<file path="config.mk">
export PLATFORM = sky130hd
export DESIGN_NAME = cfg_spi_port
export DESIGN_NICKNAME = d
export VERILOG_FILES = /design/src/rtl/cfg_spi_pkg.sv /design/src/rtl/cfg_spi_frame.sv /design/src/rtl/cfg_spi_tx.sv /design/src/rtl/cfg_regfile.sv /design/src/rtl/cfg_spi_port.sv
export SDC_FILE = /design/constraint.sdc
export NUM_CORES = 1
export LEC_CHECK = 0
export BUFFER_PORTS_ARGS = -buffer_cell sky130_fd_sc_hd__buf_2
export CORE_MARGIN = 3
export CORE_UTILIZATION = 60
export DETAILED_ROUTE_END_ITERATION = 12
export PLACE_DENSITY = 0.91
export REMOVE_ABC_BUFFERS = 1
export SLEW_MARGIN = 20
export SYNTH_ARGS = -nofsm -noshare
export SYNTH_HDL_FRONTEND = slang
export SYNTH_HIERARCHICAL = 1
export SYNTH_SLANG_ARGS = --single-unit
</file>
<file path="constraint.sdc">
create_clock -name clk -period 7.1 [get_ports clk]
set_input_delay 0 -clock clk [delete_from_list [all_inputs] [get_ports clk]]
set_output_delay 0 -clock clk [all_outputs]
set_load 0.01 [all_outputs]
</file>
<file path="src/rtl/cfg_spi_pkg.sv">
package cfg_spi_pkg;

    localparam int BYTE_W = 8;
    localparam int ADDR_W = 5;
    localparam int CNT_W  = 2;

    // control register bit positions
    localparam int C_BIDIR = 7;
    localparam int C_LSB   = 6;
    localparam int C_SRST  = 5;
    localparam int C_LOCK  = 1;
    localparam logic [BYTE_W-1:0] CTL_KEEP = ~((8'h1 << C_SRST) | (8'h1 << C_LOCK));

    typedef enum logic [1:0] {PH_INSTR, PH_DATA, PH_DONE} phase_e;

    typedef struct packed {
        logic              is_read;
        logic [CNT_W-1:0]  extra;
        logic [ADDR_W-1:0] addr;
    } instr_t;

    typedef struct packed {
        logic bidir;
        logic lsb_first;
    } port_mode_t;

    function automatic logic [BYTE_W-1:0] reg_default(input int idx);
        return (idx == 1) ? 8'h04 : 8'h00;
    endfunction

    function automatic logic [ADDR_W-1:0] addr_step(input logic [ADDR_W-1:0] a, input logic lsb);
        return lsb ? a - ADDR_W'(1) : a + ADDR_W'(1);
    endfunction

    function automatic logic [BYTE_W-1:0] shift_in(input logic [BYTE_W-1:0] cur, input logic b,
                                                   input logic lsb);
        return lsb ? {b, cur[BYTE_W-1:1]} : {cur[BYTE_W-2:0], b};
    endfunction

endpackage

</file>
<file path="src/rtl/cfg_spi_frame.sv">
module cfg_spi_frame
    import cfg_spi_pkg::*;
(
    input  logic              clk,
    input  logic              rst,
    input  logic              csb_i,
    input  logic              sclk_i,
    input  logic              sdi_i,
    input  port_mode_t        mode_i,
    output logic              sclk_fall_o,
    output port_mode_t        mode_o,
    output logic              rd_phase_o,
    output logic              wr_en_o,
    output logic [ADDR_W-1:0] wr_addr_o,
    output logic [BYTE_W-1:0] wr_data_o,
    output logic              ld_en_o,
    output logic [ADDR_W-1:0] ld_addr_o
);

    logic              sclk_q;
    logic              sclk_rise;
    phase_e            phase;
    logic [2:0]        bit_cnt;
    logic [BYTE_W-1:0] shreg;
    logic [BYTE_W-1:0] byte_nxt;
    instr_t            instr;
    instr_t            instr_nxt;
    port_mode_t        mode_q;
    logic              byte_end;
    logic [ADDR_W-1:0] step_addr;

    always_ff @(posedge clk) begin
        if (rst) sclk_q <= 1'b0;
        else     sclk_q <= sclk_i;
    end

    assign sclk_rise   = sclk_i & ~sclk_q & ~csb_i;
    assign sclk_fall_o = ~sclk_i & sclk_q & ~csb_i;

    assign byte_nxt  = shift_in(shreg, sdi_i, mode_q.lsb_first);
    assign instr_nxt = instr_t'(byte_nxt);
    assign byte_end  = sclk_rise && (bit_cnt == 3'd7) && (phase != PH_DONE);
    assign step_addr = addr_step(instr.addr, mode_q.lsb_first);

    always_comb begin
        wr_en_o    = byte_end && (phase == PH_DATA) && !instr.is_read;
        wr_addr_o  = instr.addr;
        wr_data_o  = byte_nxt;
        ld_en_o    = byte_end && (((phase == PH_INSTR) && instr_nxt.is_read) ||
                                  ((phase == PH_DATA) && instr.is_read && (instr.extra != '0)));
        ld_addr_o  = (phase == PH_INSTR) ? instr_nxt.addr : step_addr;
        rd_phase_o = (phase == PH_DATA) && instr.is_read && !csb_i;
        mode_o     = mode_q;
    end

    always_ff @(posedge clk) begin
        if (rst) begin
            phase   <= PH_INSTR;
            bit_cnt <= '0;
            shreg   <= '0;
            instr   <= '0;
            mode_q  <= '0;
        end else if (csb_i) begin
            phase   <= PH_INSTR;
            bit_cnt <= '0;
            shreg   <= '0;
            instr   <= '0;
            mode_q  <= mode_i;
        end else if (sclk_rise && phase != PH_DONE) begin
            bit_cnt <= bit_cnt + 3'd1;
            shreg   <= byte_nxt;
            if (bit_cnt == 3'd7) begin
                if (phase == PH_INSTR) begin
                    instr <= instr_nxt;
                    phase <= PH_DATA;
                end else if (instr.extra == '0) begin
                    phase <= PH_DONE;
                end else begin
                    instr.extra <= instr.extra - CNT_W'(1);
                    instr.addr  <= step_addr;
                end
            end
        end
    end

    // the bit counter moves only on a captured rising edge
    assert_sample_on_rise_R1: assert property (@(posedge clk) disable iff (rst)
        (!csb_i && !sclk_rise) |=> $stable(bit_cnt));

    // a high select always brings the port back to the instruction phase
    assert_abort_to_instr_R2: assert property (@(posedge clk) disable iff (rst)
        csb_i |=> (phase == PH_INSTR && bit_cnt == 3'd0));

endmodule

</file>
<file path="src/rtl/cfg_spi_tx.sv">
module cfg_spi_tx
    import cfg_spi_pkg::*;
(
    input  logic              clk,
    input  logic              rst,
    input  logic              sclk_fall_i,
    input  logic              ld_en_i,
    input  logic [BYTE_W-1:0] ld_data_i,
    input  port_mode_t        mode_i,
    input  logic              rd_phase_i,
    output logic              sdio_o,
    output logic              sdio_oe_o,
    output logic              sdo_o,
    output logic              sdo_oe_o
);

    logic [BYTE_W-1:0] buf_q;
    logic              tx_q;

    always_ff @(posedge clk) begin
        if (rst) begin
            buf_q <= '0;
            tx_q  <= 1'b0;
        end else if (ld_en_i) begin
            buf_q <= ld_data_i;
        end else if (sclk_fall_i && rd_phase_i) begin
            tx_q  <= mode_i.lsb_first ? buf_q[0] : buf_q[BYTE_W-1];
            buf_q <= mode_i.lsb_first ? {1'b0, buf_q[BYTE_W-1:1]} : {buf_q[BYTE_W-2:0], 1'b0};
        end
    end

    assign sdio_o    = tx_q;
    assign sdo_o     = tx_q;
    assign sdio_oe_o = rd_phase_i && mode_i.bidir;
    assign sdo_oe_o  = rd_phase_i && !mode_i.bidir;

    // the launched bit changes only after a falling serial edge
    assert_launch_on_fall_R1: assert property (@(posedge clk) disable iff (rst)
        !sclk_fall_i |=> $stable(tx_q));

endmodule

</file>
<file path="src/rtl/cfg_regfile.sv">
module cfg_regfile
    import cfg_spi_pkg::*;
#(
    parameter int NUM_REGS = 16
) (
    input  logic                       clk,
    input  logic                       rst,
    input  logic                       wr_en_i,
    input  logic [ADDR_W-1:0]          wr_addr_i,
    input  logic [BYTE_W-1:0]          wr_data_i,
    input  logic [ADDR_W-1:0]          rd_addr_i,
    input  logic                       lock_i,
    output logic [BYTE_W-1:0]          rd_data_o,
    output logic [NUM_REGS*BYTE_W-1:0] regs_o,
    output port_mode_t                 mode_o
);

    logic srst;

    assign srst = wr_en_i && (wr_addr_i == '0) && wr_data_i[C_SRST];

    for (genvar i = 0; i < NUM_REGS; i++) begin : g_reg
        logic [BYTE_W-1:0] q;
        logic              hit;
        assign hit = wr_en_i && (wr_addr_i == ADDR_W'(i));
        if (i == 0) begin : g_ctl
            always_ff @(posedge clk) begin
                if (rst)      q <= reg_default(i);
                else if (hit) q <= wr_data_i & CTL_KEEP;
            end
        end else begin : g_dat
            always_ff @(posedge clk) begin
                if (rst)       q <= reg_default(i);
                else if (hit)  q <= wr_data_i;
                else if (srst) q <= reg_default(i);
            end
        end
        assign regs_o[i*BYTE_W +: BYTE_W] = q;
    end

    always_comb begin
        rd_data_o = '0;
        for (int k = 0; k < NUM_REGS; k++) begin
            if (rd_addr_i == ADDR_W'(k)) rd_data_o = regs_o[k*BYTE_W +: BYTE_W];
        end
        if (rd_addr_i == '0) rd_data_o[C_LOCK] = lock_i;
    end

    assign mode_o = '{bidir: regs_o[C_BIDIR], lsb_first: regs_o[C_LSB]};

    // hardware reset clears the control register
    assert_hw_reset_ctl_R8: assert property (@(posedge clk)
        rst |=> regs_o[BYTE_W-1:0] == reg_default(0));

    if (NUM_REGS > 1) begin : g_srst_chk
        // soft reset restores the data registers
        assert_soft_reset_R7: assert property (@(posedge clk) disable iff (rst)
            srst |=> regs_o[2*BYTE_W-1:BYTE_W] == reg_default(1));
    end

endmodule

</file>
<file path="src/rtl/cfg_spi_port.sv">
module cfg_spi_port
    import cfg_spi_pkg::*;
#(
    parameter int NUM_REGS = 16
) (
    input  logic                       clk,
    input  logic                       rst,
    input  logic                       csb_i,
    input  logic                       sclk_i,
    input  logic                       sdio_i,
    output logic                       sdio_o,
    output logic                       sdio_oe_o,
    output logic                       sdo_o,
    output logic                       sdo_oe_o,
    input  logic                       lock_i,
    output logic [NUM_REGS*BYTE_W-1:0] cfg_o
);

    localparam int MAX_REGS = 1 << ADDR_W;

    logic              sclk_fall;
    port_mode_t        mode_live;
    port_mode_t        mode_frame;
    logic              rd_phase;
    logic              wr_en;
    logic [ADDR_W-1:0] wr_addr;
    logic [BYTE_W-1:0] wr_data;
    logic              ld_en;
    logic [ADDR_W-1:0] ld_addr;
    logic [BYTE_W-1:0] ld_data;

    initial begin
        if (NUM_REGS < 1 || NUM_REGS > MAX_REGS) $error("NUM_REGS out of range");
    end

    cfg_spi_frame u_frame (
        .clk         (clk),
        .rst         (rst),
        .csb_i       (csb_i),
        .sclk_i      (sclk_i),
        .sdi_i       (sdio_i),
        .mode_i      (mode_live),
        .sclk_fall_o (sclk_fall),
        .mode_o      (mode_frame),
        .rd_phase_o  (rd_phase),
        .wr_en_o     (wr_en),
        .wr_addr_o   (wr_addr),
        .wr_data_o   (wr_data),
        .ld_en_o     (ld_en),
        .ld_addr_o   (ld_addr)
    );

    cfg_regfile #(.NUM_REGS(NUM_REGS)) u_regs (
        .clk       (clk),
        .rst       (rst),
        .wr_en_i   (wr_en),
        .wr_addr_i (wr_addr),
        .wr_data_i (wr_data),
        .rd_addr_i (ld_addr),
        .lock_i    (lock_i),
        .rd_data_o (ld_data),
        .regs_o    (cfg_o),
        .mode_o    (mode_live)
    );

    cfg_spi_tx u_tx (
        .clk         (clk),
        .rst         (rst),
        .sclk_fall_i (sclk_fall),
        .ld_en_i     (ld_en),
        .ld_data_i   (ld_data),
        .mode_i      (mode_frame),
        .rd_phase_i  (rd_phase),
        .sdio_o      (sdio_o),
        .sdio_oe_o   (sdio_oe_o),
        .sdo_o       (sdo_o),
        .sdo_oe_o    (sdo_oe_o)
    );

    // the shared line is driven only when the control register asks for it
    assert_sdio_mode_R6: assert property (@(posedge clk) disable iff (rst)
        sdio_oe_o |-> cfg_o[C_BIDIR]);

    // the dedicated line is driven only in four-wire return mode
    assert_sdo_mode_R6: assert property (@(posedge clk) disable iff (rst)
        sdo_oe_o |-> !cfg_o[C_BIDIR]);

    // no output is enabled while the select is high
    assert_idle_quiet_R2: assert property (@(posedge clk) disable iff (rst)
        csb_i |-> !(sdio_oe_o || sdo_oe_o));

endmodule

</file>
* Word level (Yosys, flattened, before mapping)
Cells that the tools add are included.
** Word-level totals
- Register bits :: 159
** Cells by class
- $add $sub $neg :: 4
- Eq/ne operators :: 34
- Bitwise operators :: 8
- Reduce and logical (&&, ||, !) cells :: 61
- Multiplexer cells :: 45
** Operators with widths (number)
- $mux W8 :: 37
- $eq A5 B4 Y1 const B :: 16
- $eq A5 B3 Y1 const B :: 8
- $reduce_bool A2 Y1 :: 18
- $logic_and A1 B1 Y1 :: 30
- $eq A5 B2 Y1 const B :: 4
- $mux W7 :: 2
- $eq A5 B1 Y1 const B :: 2
- $logic_not A5 Y1 :: 2
- $mux W5 :: 2
- $reduce_and A3 Y1 :: 3
- $add A5 B1 Y5 const B :: 1
- $sub A5 B1 Y5 const B :: 1
- $and A1 B1 Y1 :: 4
- $logic_not A2 Y1 :: 2
- $mux W2 :: 2
- $not A1 Y1 :: 4
- $add A3 B1 Y3 const B :: 1
- $eq A3 B3 Y1 const B :: 1
- $logic_not A1 Y1 :: 3
- $eq A2 B1 Y1 const B :: 1
- $mux W1 :: 2
- $ne A2 B1 Y1 const B :: 1
- $ne A2 B2 Y1 const B :: 1
- other kinds (4) :: 4

* Depth between registers and ports, before layout
Gate-level depths: netlist of the first run.
- Depth after elaboration :: 22
- Gate-level depth with buffers :: 15

* By module
Netlist of the first run, hierarchy kept.
** Modules (own cells, without submodules)
- cfg_regfile :: cells each 784, instances 1, area an instance 6095.8 um2, sequential area each 2522.4 um2
- cfg_spi_frame :: cells each 156, instances 1, area an instance 1382.6 um2, sequential area each 480.5 um2
- cfg_spi_tx :: cells each 63, instances 1, area an instance 550.5 um2, sequential area each 180.2 um2

* Worst setup path before layout of the first run
Ideal clock, no wire load.
- Path kind :: flip-flop to flip-flop
- Start :: reg u_frame.mode_q, in the netlist u_frame/mode_o[0]
- End :: reg u_tx.buf_q[2]
- Stages on the path, launching flop included :: 16
- Data required time :: 6970 ps
- Path buffers :: 2
- Data arrival time :: 2971 ps
- Setup slack :: 3998 ps
- Setup time :: 130 ps
- Period minus slack after synthesis :: 3102 ps
- Cell sequence :: dfxtp_1 -> buf_2 -> inv_1 -> fa_1 -> nand2b_1 -> a2111o_1 -> o21ai_0 -> nor2_1 -> buf_2 -> nand2b_1 -> nor2_1 -> and2_1 -> nor4_1 -> o32a_1 -> nand2_1 -> a21oi_1
** On the way
- Longest elaborated chain between the ends :: 20
- Elaborated cells between the ends (all ways) :: 42
** Ends and longest elaborated chain
- from (decl) :: RTL line cfg_spi_frame.sv:28 : port_mode_t mode_q;
- from (signal assigned) :: RTL line cfg_spi_frame.sv:68 : mode_q <= mode_i;
- $mux W5 / $mux W8 (equally long branches) :: RTL line cfg_spi_pkg.sv:32, cfg_spi_pkg.sv:37
- $mux W5 * :: RTL line cfg_spi_frame.sv:51 : ld_addr_o = (phase == PH_INSTR) ? instr_nxt.addr : step_addr;
- named net ld_addr[4] :: RTL line cfg_spi_port.sv:29 : logic [ADDR_W-1:0] ld_addr;
- $logic_not A5 Y1 :: RTL line cfg_regfile.sv:44 : if (rd_addr_i == ADDR_W'(k)) rd_data_o = regs_o[k*BYTE_W +: BYTE_W];
- $mux W8 (15 in series) :: RTL line cfg_regfile.sv:44
- $mux W8 * :: RTL line cfg_regfile.sv:44
- named net ld_data[2] :: RTL line cfg_spi_port.sv:30 : logic [BYTE_W-1:0] ld_data;
- $mux W8 * :: RTL line cfg_spi_tx.sv:24 : end else if (ld_en_i) begin
- to (signal assigned) :: RTL line cfg_spi_tx.sv:25 : buf_q <= ld_data_i;
- to (signal assigned) :: RTL line cfg_spi_tx.sv:28 : buf_q <= mode_i.lsb_first ? {1'b0, buf_q[BYTE_W-1:1]} : {buf_q[BYTE_W-2:0], 1'b0};
- to (decl) :: RTL line cfg_spi_tx.sv:17 : logic [BYTE_W-1:0] buf_q;
Mark *: on every way through the listed nets, which the timed path passes. The rest lies on a longest branch. The select of a mux whose other input is x is not followed.
A chain may end at the register's enable or synchronous reset.

* Worst setup path after layout of the first run
- Start :: reg u_frame.mode_q, in the netlist u_frame/mode_o[0]
- End :: reg u_tx.buf_q[7]
Same word-level chain as after synthesis.

==> results of run 1 <==
## metrics by stage
step | worst slack, ns | utilization (%) | total power [mW] | instance area [um^2] | hold slack, ns
after floorplan | 1.62 | - | 0.960 | 7550 | 0.0691
after global placement | 3.12 | 66.5 | 0.990 | 8560 | 0.243
after detailed placement | 3.05 | 66.5 | 0.991 | 8560 | 0.271
after CTS | 3.04 | 71.1 | 1.88 | 9150 | 0.0192
after global routing | 2.70 | 71.1 | 1.93 | 9150 | 0.0586
final | 2.95 | 71.1 | 1.88 | 9150 | 0.0360
## cell type report
class | instances | share of cell area (%)
Multi-Input combinational cell | 734 | 47.6
Sequential cell | 159 | 34.8
Timing Repair Buffer | 145 | 8.29
Clock buffer | 17 | 4.65
Tap cell | 172 | 2.35
Clock inverter | 12 | 1.60
Inverter | 18 | 0.739
## cell usage after synthesis, drive strengths merged (3+ instances only)
| cell | count | area, um^2 |
|---|---|---|
| a2111oi | 3 | 45.1 |
| a211o | 6 | 52.6 |
| a211oi | 11 | 82.6 |
| a21o | 4 | 30.0 |
| a21oi | 161 | 806 |
| a221oi | 3 | 32.5 |
| a22oi | 3 | 22.5 |
| and2 | 5 | 31.3 |
| buf | 47 | 313 |
| clkbuf | 46 | 173 |
| dfxtp | 159 | 3180 |
| ha | 6 | 75.1 |
| inv | 18 | 67.6 |
| mux2 | 13 | 146 |
| mux2i | 32 | 320 |
| mux4 | 13 | 315 |
| nand2 | 167 | 627 |
| nand2b | 8 | 50.1 |
| nand3 | 134 | 671 |
| nand3b | 4 | 30.0 |
| nor2 | 54 | 205 |
| nor2b | 13 | 88.8 |
| nor3 | 14 | 70.1 |
| o211ai | 3 | 22.5 |
| o21ai | 18 | 93.8 |
| o22ai | 11 | 68.8 |
| or2 | 3 | 18.8 |
## state kept, by name, summed over array words and instances, names as in the netlist
name               cells
u_regs/g.q           126
u_frame/instr          3
u_frame/wr_addr_o      5
u_tx/buf_q             8
u_frame/phase          2
u_frame/sclk_q         1
u_frame/bit_cnt        3
u_frame/mode_o         2
u_tx/sdio_o            1
u_frame/shreg          8
## critical path, cell delays in order, from the launching register on
cell and delay [ns]:
dfxtp_1 1.04, inv_1 0.16, fa_1 0.55, mux2i_4 0.29, buf_4 0.54, mux2_2 0.40, a22oi_1 0.15, nor2_1 0.07
a2111oi_0 0.44, o22ai_1 0.15, nor2b_1 0.13, nor3_1 0.05
## cell families (layout without fill, tap and decap cells)
group                    after synthesis  after routing  share of synthesized area, %
AO/OA/AOI/OAI                        242            242                          17.7
XOR/XNOR                               3              3                         0.327
adder cells (fa/ha/maj)                7              7                          1.18
buffers and inverters                111            192                          6.89
flip-flops                           159            159                          39.6
multiplexers                          58             58                          9.74
other                                  1              2                        0.0467
AND/OR/NAND/NOR                      422            422                          24.5
## power breakdown
group	switching (mW)	total [mW]	internal, mW
combinational	0.0584	0.0805	0.0220
sequential	0.00121	0.895	0.894
clock	0.365	0.908	0.544
total	0.424	1.88	1.46
## final timing paths
kind / startpoint / endpoint / slack (ns) / cells past startpoint
max: u_frame/mode_o[0]$_SDFFE_PP0P_ / u_tx/buf_q[7]$_SDFFE_PP0P_ / 2.95 / 11
min: sdio_i / u_frame/shreg[7]$_SDFFE_PP0P_ / 0.04 / 3
max reg2reg: u_frame/mode_o[0]$_SDFFE_PP0P_ / u_tx/buf_q[7]$_SDFFE_PP0P_ / 2.95 / 11
min reg2reg: u_frame/instr[6]$_SDFFE_PP0P_ / u_frame/instr[6]$_SDFFE_PP0P_ / 0.48 / 2
## what timing repair did
item                                   CTS  global route
resized for setup                        0             0
hold buffers                             2             0
endpoints found under the hold margin    3             0
## metal layers
layer	track usage, %	part of all wire [%]
met1	48.7	37
met2	53.3	43
met3	10.6	15
met4	14.2	4.4
met5	0	0
==> summary.txt, run 1 <==
Status: complete, no violations
H-tree depth: 4
Critical path arrival: 4.43 ns
N_diodes: 0
Finished Layout Cells: 1257
Synth-to-Final Area Change: 13.9%
PwrDens: 206 nW/um^2
Final setup TNS: 0 ns
Die height: 122 um
Peak supply drop: 0.208 mV
Unique masters post-synth: 73
Post-CTS Setup Bufs: 0
Fmax achieved: 0.241 GHz
FP Rows: 41
Placed Cells: 1226
Routed WL per cell: 21.4 um
Gr ovfl total: 0
Unrepaired setup endpoints after global routing: no
Layout cells sized above 1: 19.1%
MaxCap Viol Count: 0
CORE AREA: 12900 um^2
Hpwl dp: 17.6 mm
Tightest Hold Check Type: input pin to flip-flop
Cts bufs inserted: 17
Mapped Avg Cell Area: 8.00 um^2
Crit end category: flip-flop
Die area: 14800 um^2
CTS Root Buffer Type: clkbuf_16
Clock slew at reported path FFs: 0.06 ns
Starting Density: 62.4%
Initial antenna violation count: 0
Cell count after synthesis: 1003
Crit-path max FO: 50
Residual DRC: 0
Synth Register Bits: 159
Setup Skew: 0.00880 ns
Post-synthesis sequential area ratio: 39.6%
Via count: 8416
Final #Nets: 1088
Commonest non-fill, non-tap cell in the layout: nand2_1
Dominant synthesized flop cell: dfxtp_1
Final worst-path cycle share: 58.5%
Synth Warn #: 6
Leak: 3.42 nW
Final GP Congestion: 1.02
First-pass GRT wire length: 41.3 mm
Initial DRC Count: 1643
Register area: 3180 um^2
Combined area of the multi-input logic cells: 4350 um^2
Synth async-reset ratio: 0%
Buffers on Ports: 135
Fillers: 1023
Worst-Skew Late Latency: 0.43 ns
Io pins: 138
Vias in the first global route: 7551
Period minus WS final: 4.15 ns
Slew Limit Fails: 0
Drt via density: 6.70
Clock Sinks: 159
Startpoint Class: flip-flop
Worst-margin pin slew: 1.09 ns
First-pass DRT Iterations: 9
Setup Viol. Count Final: 0
Pin count of the biggest net entering global routing: 97
Chip width: 122 um
Post-synth EDFFs: 0
Mapped cell area: 8030 um^2
Commonest non-fill, non-tap cells in the layout: nand2_1 (167), a21oi_1 (161), dfxtp_1 (159), buf_2 (134), nand3_1 (133)
ANT nets after route: 0
Max clock buf depth: 2
Routed WL: 27.0 mm
Endpoints failing hold: 0
CTS tree: done
Critical path class: flip-flop to flip-flop
Req. time, crit path: 7.38 ns
Global-route usage over all layers: 35.7%
Slew margin rel.: 27.0%
No activity file was read; power rests on OpenSTA's default activity.
==> run 2, diff against run 1 <==
Settings changed: ABC_AREA set to 1, CORE_UTILIZATION 60 to 51, PLACE_DENSITY 0.91 to 0.82.
Clock period 7.1 ns to 3.8 ns, I/O delays scaled along.
==> summary.txt, run 2 <==
Clock slew at reported path FFs: 0.06 ns (about the same)
Post-synth top cells: nand2_1 (245), inv_1 (183), nand3_1 (167)
DP Worst Slack: 0.477 ns (-2.57 ns)
Initial antenna violation count: 1 (+1)
MaxCap Viol Count: 0 (unchanged)
H-tree depth: 4 (unchanged)
Multiplexer area fraction after synthesis: 0% (-9.7 points)
Final worst-path cycle share: 92.6% (+34 points)
Final setup TNS: 0 ns (unchanged)
Largest reg by FF count: u_regs/g.q
Synth Area in Adders: 1.15% (-0.037 points)
Starting Density: 53.3% (-9.0 points)
Top cells by area, synth: dfxtp_1 (38%), nand2_1 (11%), nand3_1 (10%)
Buffers on Ports: 135 (unchanged)
Simple-gate share of the synthesized area: 33.1% (+8.7 points)
Hpwl dp: 19.4 mm (+10%)
Unique masters post-synth: 39 (-47%)
Synth-to-Final Area Change: 16.2%
Cell taking the most area after synthesis: dfxtp_1
Post-synthesis xor/xnor area fraction: 0% (-0.33 points)
Max clock buf depth: 2 (unchanged)
Layout cells sized above 1: 19.3% (+0.26 points)
Crit end category: flip-flop
Critical path arrival: 3.80 ns (-0.63 ns)
WHS: 0.101 ns (+0.0647 ns)
Setup Viol. Count Final: 0 (unchanged)
Main combinational cell family by area after synthesis: simple AND/OR/NAND/NOR gates
Compound-Gate Fraction of Synth Area: 13.8% (-3.9 points)
Startpoint Class: flip-flop
Pin count of the biggest net entering global routing: 74 (-24%)
Global-route usage over all layers: 30.1% (-5.6 points)
CTS tree: done
Slack of the critical path: 0.281 ns (-2.67 ns)
Slowest CP cell: fa_1
Synth async-reset ratio: 0% (unchanged)
Mapped cell area: 8290 um^2 (+3.3%)
Final GP Congestion: 0.996 (-2.3%)
Unrepaired setup endpoints after global routing: no
Placement Cell Area: 9050 um^2 (+5.8%)
Worst path cell trace: inv_1 > fa_1 > inv_1 > nand2_1 > nand2_1 > nand2_1 > nand2_1 > nand3_1 > nand2_1 > inv_2 > nand3_1 > nor2_1 > inv_1 > nor2_1 > nor2_1 > nand4_1 > nand2_1 > nand4_1 > nor3_1 > nand4_1 > nand2_1 > nand2_1 > nor2_1 > nor2_1
Routed WL: 27.7 mm (+2.7%)
Post-synthesis sequential area ratio: 38.4% (-1.3 points)
Biggest regs: u_regs/g.q (126), u_frame/shreg (8), u_tx/buf_q (8)
Crit-path max FO: 21 (-58%)
Endpoints failing hold: 0 (unchanged)
Tightest Hold Check Type: input pin to flip-flop
Clk pwr share: 46.7% (-1.5 points)
Commonest non-fill, non-tap cells in the layout: nand2_1 (245), inv_1 (183), nand3_1 (167), dfxtp_1 (159), buf_2 (134)
Initial DRC Count: 1221 (-26%)
Cts bufs inserted: 17 (unchanged)
Fmax achieved: 0.284 GHz (+18%)
Post-cts resize count: 0 (unchanged)
FP Rows: 45 (+9.8%)
Flip-flop count of the largest register after layout: 126 (unchanged)
Synth top area share: 38.4% (-1.3 points)
ANT nets after route: 0 (unchanged)
First-pass GRT wire length: 42.5 mm (+3.0%)
Final #Nets: 1360 (+25%)
PwrDens: 359 nW/um^2 (+74%)
CORE AREA: 15500 um^2 (+21%)
Slew margin rel.: 47.1% (+20 points)
Status: complete, no violations
Critical path class: flip-flop to flip-flop
Req. time, crit path: 4.08 ns (-3.30 ns)
Leak: 4.01 nW (+17%)
Peak supply drop: 0.301 mV (+45%)
Internal: 2.59 mW (+77%)
Top cell by count, worst path: nand2_1
CTS Root Buffer Type: clkbuf_16
Post-route cell area: 9630 um^2 (+5.3%)
Combinational power share: 4.9% (+0.6 points)
Die height: 134 um (+9.7%)
Cell count after synthesis: 1232 (+23%)
Clock Sinks: 159 (unchanged)
Max incr delay on CP: 0.46 ns (-0.58 ns)
N_diodes: 0 (unchanged)
Worst-margin pin slew: 0.785 ns (-0.308 ns)
Dominant synthesized flop cell: dfxtp_1
Synth Register Bits: 159 (unchanged)
Mapped Avg Cell Area: 6.73 um^2 (-16%)
Seq pwr share: 48.4% (+0.9 points)
First-pass DRT Iterations: 6 (-3)
Sw frac: 25.2% (+2.6 points)
Chip width: 134 um (+9.7%)
Setup Skew: 0.00975 ns (+0.000946 ns)
Die area: 17800 um^2 (+20%)
Switching pwr: 0.869 mW (+100%)
Worst-Skew Late Latency: 0.43 ns (about the same)
Vias in the first global route: 8073 (+6.9%)
Most common cell in the synthesized netlist: nand2_1
Routed WL per cell: 17.6 um (-18%)
Slew Limit Fails: 0 (unchanged)
Io pins: 138 (unchanged)
Commonest non-fill, non-tap cell in the layout: nand2_1
Synth Warn #: 6 (unchanged)
Via count: 8915 (+5.9%)
Period minus WS final: 3.52 ns (-0.633 ns)
Gr ovfl total: 0 (unchanged)
Residual DRC: 0 (unchanged)
Drt via density: 5.67 (-15%)
Post-synth EDFFs: 0 (unchanged)
[run 2: cell types whose count changed in the layout (fill, tap and decap cells not counted), sizes merged, moves of 34 or more]
cell / change
a21oi: -57
nand3: +34
nand4: +35
nand2: +90
nor2: +73
o22ai: +37
inv: +187
[run 2: cell type report]
cell class	instances	area, um^2
fill	1463	5910
multi-input combinational	807	3990
sequential	159	3180
timing repair buffer	159	863
inverter	203	769
clock buffer	19	453
tap	211	264
clock inverter	13	105
[run 2: routing by layer]
layer / part of all wire (%) / vias to the layer above / wire length (um) / global-route usage (%)
met4: 4.6 / 2 / 1270 / 13.6
met2: 44 / 589 / 12200 / 47.2
met5: 0.047 / - / 13 / 0
met3: 12 / 107 / 3250 / 6.84
li1: - / 4214 / - / -
met1: 40 / 4003 / 11000 / 39.7
[run 2: critical path, delay by kind of cell, from the launching register on]
family / cells / cell delay [ns]
AND/OR/NAND/NOR: 19 / 2.03
flip-flops: 1 / 0.35
adder cells (fa/ha/maj): 1 / 0.46
buffers and inverters: 4 / 0.52
[run 2: repair_timing]
action,in CTS,in global routing
endpoints found under the hold margin,11,0
setup buffers,0,0
hold buffers,2,0
[run 2: kinds of logic (layout without fill, tap and decap cells)]
kind of cell               count (synthesis)  after routing
and+or+nand+nor                          595            595
buffers and inverters                    267            394
AOI/OAI and AO/OA                        203            203
DFF                                      159            159
adders and majority gates                  7              7
other                                      1              2
[run 2: path summary, 6_finish.rpt]
check / end / depth (start not counted) / startpoint / slack, ns
worst max-delay path: u_tx/buf_q[3]$_SDFFE_PP0P_ / 24 / u_frame/mode_o[0]$_SDFFE_PP0P_ / 0.28
worst max register to register: u_tx/buf_q[3]$_SDFFE_PP0P_ / 24 / u_frame/mode_o[0]$_SDFFE_PP0P_ / 0.28
worst min-delay path: u_regs/g_reg[10].q[7]$_SDFFE_PP0P_ / 2 / rst / 0.10
worst min register to register: u_frame/instr[6]$_SDFFE_PP0P_ / 2 / u_frame/instr[6]$_SDFFE_PP0P_ / 0.47
[run 2: per-stage QoR]
stage	util [%]	total power, mW	std cells
6_report	62.0	3.45	1571
5_1_grt	62.0	3.54	1571
4_1_cts	62.0	3.46	1571
3_5_place_dp	58.3	1.87	1537
3_3_place_gp	58.3	1.87	1537
2_1_floorplan	-	1.79	1169
[run 2: power by group through the flow]
stage | sequential (mW) | clock [mW] | combinational [mW]
2_1_floorplan | 1.71 | 0 | 0.0836
3_3_place_gp | 1.71 | 0 | 0.157
3_5_place_dp | 1.71 | 0 | 0.160
4_1_cts | 1.67 | 1.63 | 0.162
5_1_grt | 1.67 | 1.69 | 0.181
6_report | 1.67 | 1.61 | 0.169
